==> config.mk <==
export PLATFORM = sky130hd
export DESIGN_NAME = rfsm_top
export DESIGN_NICKNAME = d
export VERILOG_FILES = /design/src/rtl/rfsm_pkg.sv /design/src/rtl/rfsm_sel_table.sv /design/src/rtl/rfsm_trans_ram.sv /design/src/rtl/rfsm_state_reg.sv /design/src/rtl/rfsm_top.sv
export SDC_FILE = /design/constraint.sdc
export NUM_CORES = 1
export LEC_CHECK = 0
export ABC_AREA = 1
export CORE_MARGIN = 4
export CORE_UTILIZATION = 52
export DETAILED_ROUTE_END_ITERATION = 12
export DONT_BUFFER_PORTS = 1
export PLACE_DENSITY_LB_ADDON = 0.08
export SYNTH_ARGS = -nofsm -noshare
export SYNTH_HDL_FRONTEND = slang
export SYNTH_SLANG_ARGS = --single-unit
==> constraint.sdc <==
create_clock -name clk -period 2.1 [get_ports clk]
set_input_delay 0.315 -clock clk [delete_from_list [all_inputs] [get_ports clk]]
set_output_delay 0.315 -clock clk [all_outputs]
set_load 0.01 [all_outputs]
==> src/rtl/rfsm_pkg.sv <==
package rfsm_pkg;
  typedef enum logic {
    TBL_TRANS = 1'b0,
    TBL_SEL   = 1'b1
  } tbl_e;
endpackage

==> src/rtl/rfsm_sel_table.sv <==
module rfsm_sel_table #(
  parameter int STATE_W = 3,
  parameter int N_IN    = 8,
  parameter int N_P     = 3,
  parameter int ADDR_W  = 6,
  localparam int IDX_W  = $clog2(N_IN),
  localparam int SLOT_W = IDX_W + 1,
  localparam int ENT_W  = N_P * SLOT_W
) (
  input  logic               clk,
  input  logic               rst_n,
  input  logic               wr_en,
  input  logic [ADDR_W-1:0]  wr_addr,
  input  logic [ENT_W-1:0]   wr_data,
  input  logic [STATE_W-1:0] cur_state,
  input  logic [N_IN-1:0]    x,
  output logic [N_P-1:0]     p
);
  localparam int N_STATE = 1 << STATE_W;

  logic [ENT_W-1:0] ent_q [N_STATE];
  logic [ENT_W-1:0] cur_ent;
  logic             addr_ok;

  assign addr_ok = (wr_addr[ADDR_W-1:STATE_W] == '0);
  assign cur_ent = ent_q[cur_state];

  always_ff @(posedge clk or negedge rst_n) begin
    if (!rst_n) begin
      for (int i = 0; i < N_STATE; i++) ent_q[i] <= '0;
    end else if (wr_en && addr_ok) begin
      ent_q[wr_addr[STATE_W-1:0]] <= wr_data;
    end
  end

  for (genvar k = 0; k < N_P; k++) begin : g_slot
    logic [IDX_W-1:0] idx;
    logic             en;
    assign idx = cur_ent[k*SLOT_W +: IDX_W];
    assign en  = cur_ent[k*SLOT_W + IDX_W];
    always_comb begin
      p[k] = 1'b0;
      if (en && (int'(idx) < N_IN)) p[k] = x[idx];
    end
  end


  sel_write_chk: assert property (@(posedge clk) disable iff (!rst_n)
    (wr_en && addr_ok) |=> (cur_state != $past(wr_addr[STATE_W-1:0])) || (cur_ent == $past(wr_data)));
endmodule

==> src/rtl/rfsm_trans_ram.sv <==
module rfsm_trans_ram #(
  parameter int ADDR_W = 6,
  parameter int WORD_W = 7
) (
  input  logic              clk,
  input  logic              rst_n,
  input  logic              wr_en,
  input  logic [ADDR_W-1:0] wr_addr,
  input  logic [WORD_W-1:0] wr_data,
  input  logic [ADDR_W-1:0] rd_addr,
  output logic [WORD_W-1:0] rd_data
);
  localparam int DEPTH = 1 << ADDR_W;

  logic [WORD_W-1:0] mem [DEPTH];

  always_ff @(posedge clk) begin
    if (wr_en) mem[wr_addr] <= wr_data;
  end

  assign rd_data = mem[rd_addr];


  trans_write_chk: assert property (@(posedge clk) disable iff (!rst_n)
    wr_en |=> (rd_addr != $past(wr_addr)) || (rd_data == $past(wr_data)));
endmodule

==> src/rtl/rfsm_state_reg.sv <==
module rfsm_state_reg #(
  parameter int STATE_W = 3,
  parameter int N_OUT   = 4,
  parameter logic [STATE_W-1:0] INIT_STATE = '0
) (
  input  logic               clk,
  input  logic               rst_n,
  input  logic               load_mode,
  input  logic [STATE_W-1:0] nxt_state,
  input  logic [N_OUT-1:0]   nxt_y,
  output logic [STATE_W-1:0] state_q,
  output logic [N_OUT-1:0]   y_q
);
  always_ff @(posedge clk or negedge rst_n) begin
    if (!rst_n) begin
      state_q <= INIT_STATE;
      y_q     <= '0;
    end else if (load_mode) begin
      state_q <= INIT_STATE;
      y_q     <= '0;
    end else begin
      state_q <= nxt_state;
      y_q     <= nxt_y;
    end
  end


  load_hold_chk: assert property (@(posedge clk) disable iff (!rst_n)
    load_mode |=> (state_q == INIT_STATE) && (y_q == '0));
endmodule

==> src/rtl/rfsm_top.sv <==
module rfsm_top #(
  parameter int STATE_W = 3,
  parameter int N_IN    = 8,
  parameter int N_P     = 3,
  parameter int N_OUT   = 4,
  parameter logic [STATE_W-1:0] INIT_STATE = '0,
  localparam int ADDR_W = STATE_W + N_P,
  localparam int WORD_W = STATE_W + N_OUT,
  localparam int ENT_W  = N_P * ($clog2(N_IN) + 1),
  localparam int WR_W   = (ENT_W > WORD_W) ? ENT_W : WORD_W
) (
  input  logic               clk,
  input  logic               rst_n,
  input  logic               load_mode,
  input  logic               wr_en,
  input  logic               wr_tbl,
  input  logic [ADDR_W-1:0]  wr_addr,
  input  logic [WR_W-1:0]    wr_data,
  input  logic [N_IN-1:0]    x,
  output logic [STATE_W-1:0] state_o,
  output logic [N_OUT-1:0]   y_o
);
  import rfsm_pkg::*;

  logic [N_P-1:0]    p;
  logic [ADDR_W-1:0] rd_addr;
  logic [WORD_W-1:0] rd_word;
  logic              wr_trans, wr_sel;

  assign wr_trans = wr_en && (tbl_e'(wr_tbl) == TBL_TRANS);
  assign wr_sel   = wr_en && (tbl_e'(wr_tbl) == TBL_SEL);

  rfsm_sel_table #(.STATE_W(STATE_W), .N_IN(N_IN), .N_P(N_P), .ADDR_W(ADDR_W)) u_sel (
    .clk(clk), .rst_n(rst_n), .wr_en(wr_sel), .wr_addr(wr_addr),
    .wr_data(wr_data[ENT_W-1:0]), .cur_state(state_o), .x(x), .p(p)
  );

  assign rd_addr = {state_o, p};

  rfsm_trans_ram #(.ADDR_W(ADDR_W), .WORD_W(WORD_W)) u_ram (
    .clk(clk), .rst_n(rst_n), .wr_en(wr_trans), .wr_addr(wr_addr),
    .wr_data(wr_data[WORD_W-1:0]), .rd_addr(rd_addr), .rd_data(rd_word)
  );

  rfsm_state_reg #(.STATE_W(STATE_W), .N_OUT(N_OUT), .INIT_STATE(INIT_STATE)) u_st (
    .clk(clk), .rst_n(rst_n), .load_mode(load_mode),
    .nxt_state(rd_word[STATE_W-1:0]), .nxt_y(rd_word[WORD_W-1:STATE_W]),
    .state_q(state_o), .y_q(y_o)
  );

  if (WR_W > WORD_W) begin : g_unused_trans
    logic unused_hi_trans;
    assign unused_hi_trans = ^wr_data[WR_W-1:WORD_W];
  end
  if (WR_W > ENT_W) begin : g_unused_sel
    logic unused_hi_sel;
    assign unused_hi_sel = ^wr_data[WR_W-1:ENT_W];
  end


  state_step_chk: assert property (@(posedge clk) disable iff (!rst_n)
    !load_mode |=> state_o == $past(rd_word[STATE_W-1:0]));

  out_step_chk: assert property (@(posedge clk) disable iff (!rst_n)
    !load_mode |=> y_o == $past(rd_word[WORD_W-1:STATE_W]));
endmodule

==> impl_results.md <==
- RSZ-0062 raised after global routing: true
- Final WS setup: -0.890 ns
- Worst Hold Slack: -0.600 ns
- Vias in the first global route: around 18000
- CTS tree: yes
- Max rail drop VDD: ~770 µV
- Synth area leader: edfxtp_1
- # diodes: 0
- Rows: 78
- Drt drc: 0
- Ys flop type: edfxtp_1
- Hold Path Class: input pin to asynchronous set/reset pin
- I/O Pins: 38
- Setup CP Type: register to register
- Cts bufs inserted: 57
- Mapped cell area: between 20000 and 25000 µm²
- Post-synthesis adder-cell area fraction: 0%
- Failing checks: hold timing, setup timing
- Cells after Synth: 2200
- Worst slew margin: 56.7%
- CP Capture Type: register
- Die area: 49400 µm²
- Setup violators final: 7
- First-pass GRT wire length: roughly 110000 µm
- Yosys warning count: 0
- Final Critical Period: approximately 3 ns
- MaxCap Viol Count: 0
- F_max: around 330 MHz
- Clock latency on the worst-skew pair: ~0.61 ns
- Drt pass-1 iters: 6
- Aggregate global routing overflow: 0
- Syn Area/Cell: 10.9 µm²
- Most frequent cells in the layout: edfxtp_1, nand2_1, nand3_1
- Die Span Y: 222 µm
- Critical path, cell by cell: inv_4, buf_12, buf_4, nor2_1, o211ai_1, nand2_2, a21oi_2, o21ai_1, nand3b_1, nand3_4, buf_12, clkbuf_16, buf_4, nand3_1, nand3_1, nand3_1, nand3_2, nand2_2, nor2_1
- Max stage delay cell, worst path: dfrtp_2
- Final #Nets: 2421
- Clk buf depth: 3
- Worst endpoint required time: ~2.6 ns
- Compound-gate portion of the synthesized area: approximately 3.6%
- CP Launch Type: register
- Number of enable flip-flop cells after synthesis: approximately 450
- Slew of the pin with the lowest slew margin: 0.647 ns
- Cts hold-fix bufs: 18
- Total track usage: approximately 29%
- Crit. path cell count: 19
- Fillers: between 3000 and 4000
- Starting DRT DRC Count: ~2200
- Power Dens Cells: about 1600 nW/µm²
- Critical Path AT: about 3.5 ns
- CTS clk-pin slew, worst paths: 0.06 ns
- Yosys cell types: 26
- Post-synth ARST share: a little under a fifth
- Root Buffer: clkbuf_16
- Most common cell on crit path: nand3_1
- Crit Path Max Fanout: 7
- Syn Nets: around 2200
- Core box area: approximately 45000 µm²
- Register bit total from synthesis: around 550
- Via density per instance: 6.13
- Pin count of the biggest net entering global routing: between 100 and 150
- Overall Power: 46.5 mW
- PortBufs: 0
- Share of the synthesized area in the top cell type: between 50% and 60%
- Post-synthesis simple-gate area fraction: 24.4%
- Final clock skew: ~0.013 ns
- Chip Width: roughly 220 µm
- Post-layout util: roughly two thirds
- Vias: 18600
- Initial antenna violation count: 1
- Dpl hpwl: ~43000 µm
- Final Hold Vio Count: 103
- Post-synthesis mux area share: 0%
- Register area share after synthesis: about two thirds
- Synth area leaders: edfxtp_1, dfrtp_1, nand3_1
- Delay-heaviest family, CP: simple AND/OR/NAND/NOR gates
- XOR/XNOR Fraction of Synth Area: 0%
- WP buf/inv: 6
- Commonest non-fill, non-tap cell in the layout: edfxtp_1
- Length in cells of the worst reg-to-reg path: 19
- Total negative slack: -5.91 ns
- Area Overhead vs Synth: 22.8%
- RD Place Congestion: ~0.9
- Final Max Tran Viols: 0
- Final ANT Viol Nets: 0
- Initial Utilization: a little over half
- Share of cells above drive strength 1: 19.8%
- H-tree Lvls: 2
- Status: complete, but fails checks
- Clock sinks: 551
- Tcrit/Tclk final: 142%
- CP peak stage delay: 0.50 ns
- Leak Pwr: between 10 and 15 nW
- Combinational family with the most area after synthesis: simple AND/OR/NAND/NOR gates
- WL final: ~74000 µm
- WL/cell: roughly 24 µm
flip-flops by register name, summed over array words and instances, names as in the netlist:
register      count
u_sel.ent_q      96
u_st.state_q      3
u_ram.mem       448
u_st.y_q          4
repair_timing:
action / 4_1_cts / 5_1_grt
endpoints found under the setup margin: 7 / 7
pin swaps: 18 / 12
buffers inserted: 21 / 3
endpoints found under the hold margin: 599 / 103
gates cloned: 9 / 4
resized for setup: 87 / 39
power by group:
part | leakage, nW | internal [mW] | switching, mW | total, mW
logic | 4.97 | 9.74 | 14.7 | 24.4
registers | 5.42 | 12.1 | 0.191 | 12.3
clock network | 0.893 | 5.70 | 4.17 | 9.87
synth_stat cells (10+ instances only):
library cell,count
a21oi_1,17
buf_2,116
buf_4,16
buf_6,10
clkbuf_1,25
dfrtp_1,103
edfxtp_1,448
inv_1,55
nand2_1,447
nand3_1,443
nand4_1,210
nor2_1,131
o21ai_0,108
o21ai_1,28
per-layer routing:
metal  part of all wire, %  global-route usage (%)  routed length [µm]
met5                 0.026                       0                  19
met4                   3.7                    10.5                2740
met1                    40                    40.9               29600
met3                    10                    5.30                7530
met2                    46                    45.3               33700
path summary, 6_finish.rpt:
check / startpoint / end / slack, ns
max: u_st.state_q[0] / u_st.y_q[1] / -0.89
min: rst_n / u_sel.ent_q[60] / -0.60
max reg2reg: u_st.state_q[0] / u_st.y_q[1] / -0.89
min reg2reg: u_sel.ent_q[60] / u_sel.ent_q[60] / 0.48
max in group asynchronous: rst_n / u_st.state_q[0] / 2.53
min in group clk: wr_data[6] / u_ram.mem[19][6] / 0.12
logic make-up after synthesis:
| group | after synthesis |
|---|---|
| compound gates | 165 |
| buf+inv | 235 |
| flops | 551 |
| simple gates | 1249 |
final cells by class:
class | count | area (µm²) | share of cell area [%]
Clock buffer | 76 | 1560 | 5.32
Clock inverter | 30 | 258 | 0.878
Inverter | 62 | 248 | 0.844
Multi-Input combinational cell | 1414 | 7190 | 24.5
Sequential cell | 551 | 16000 | 54.6
Tap cell | 600 | 751 | 2.56
Timing Repair Buffer | 304 | 3320 | 11.3
per-stage QoR:
stage | setup WS, ns | instance area (µm²) | std cells | hold WS (ns)
4_1_cts | -0.799 | 29100 | 3032 | -0.635
3_3_place_gp | -0.988 | 26100 | 2879 | 0.0218
6_report | -0.890 | 29400 | 3037 | -0.600
5_1_grt | -1.03 | 29400 | 3037 | -0.626
3_5_place_dp | -1.03 | 26100 | 2879 | 0.0213
2_1_floorplan | -0.131 | 24000 | 2200 | 0.0194
No activity file was read; power rests on OpenSTA's default activity.
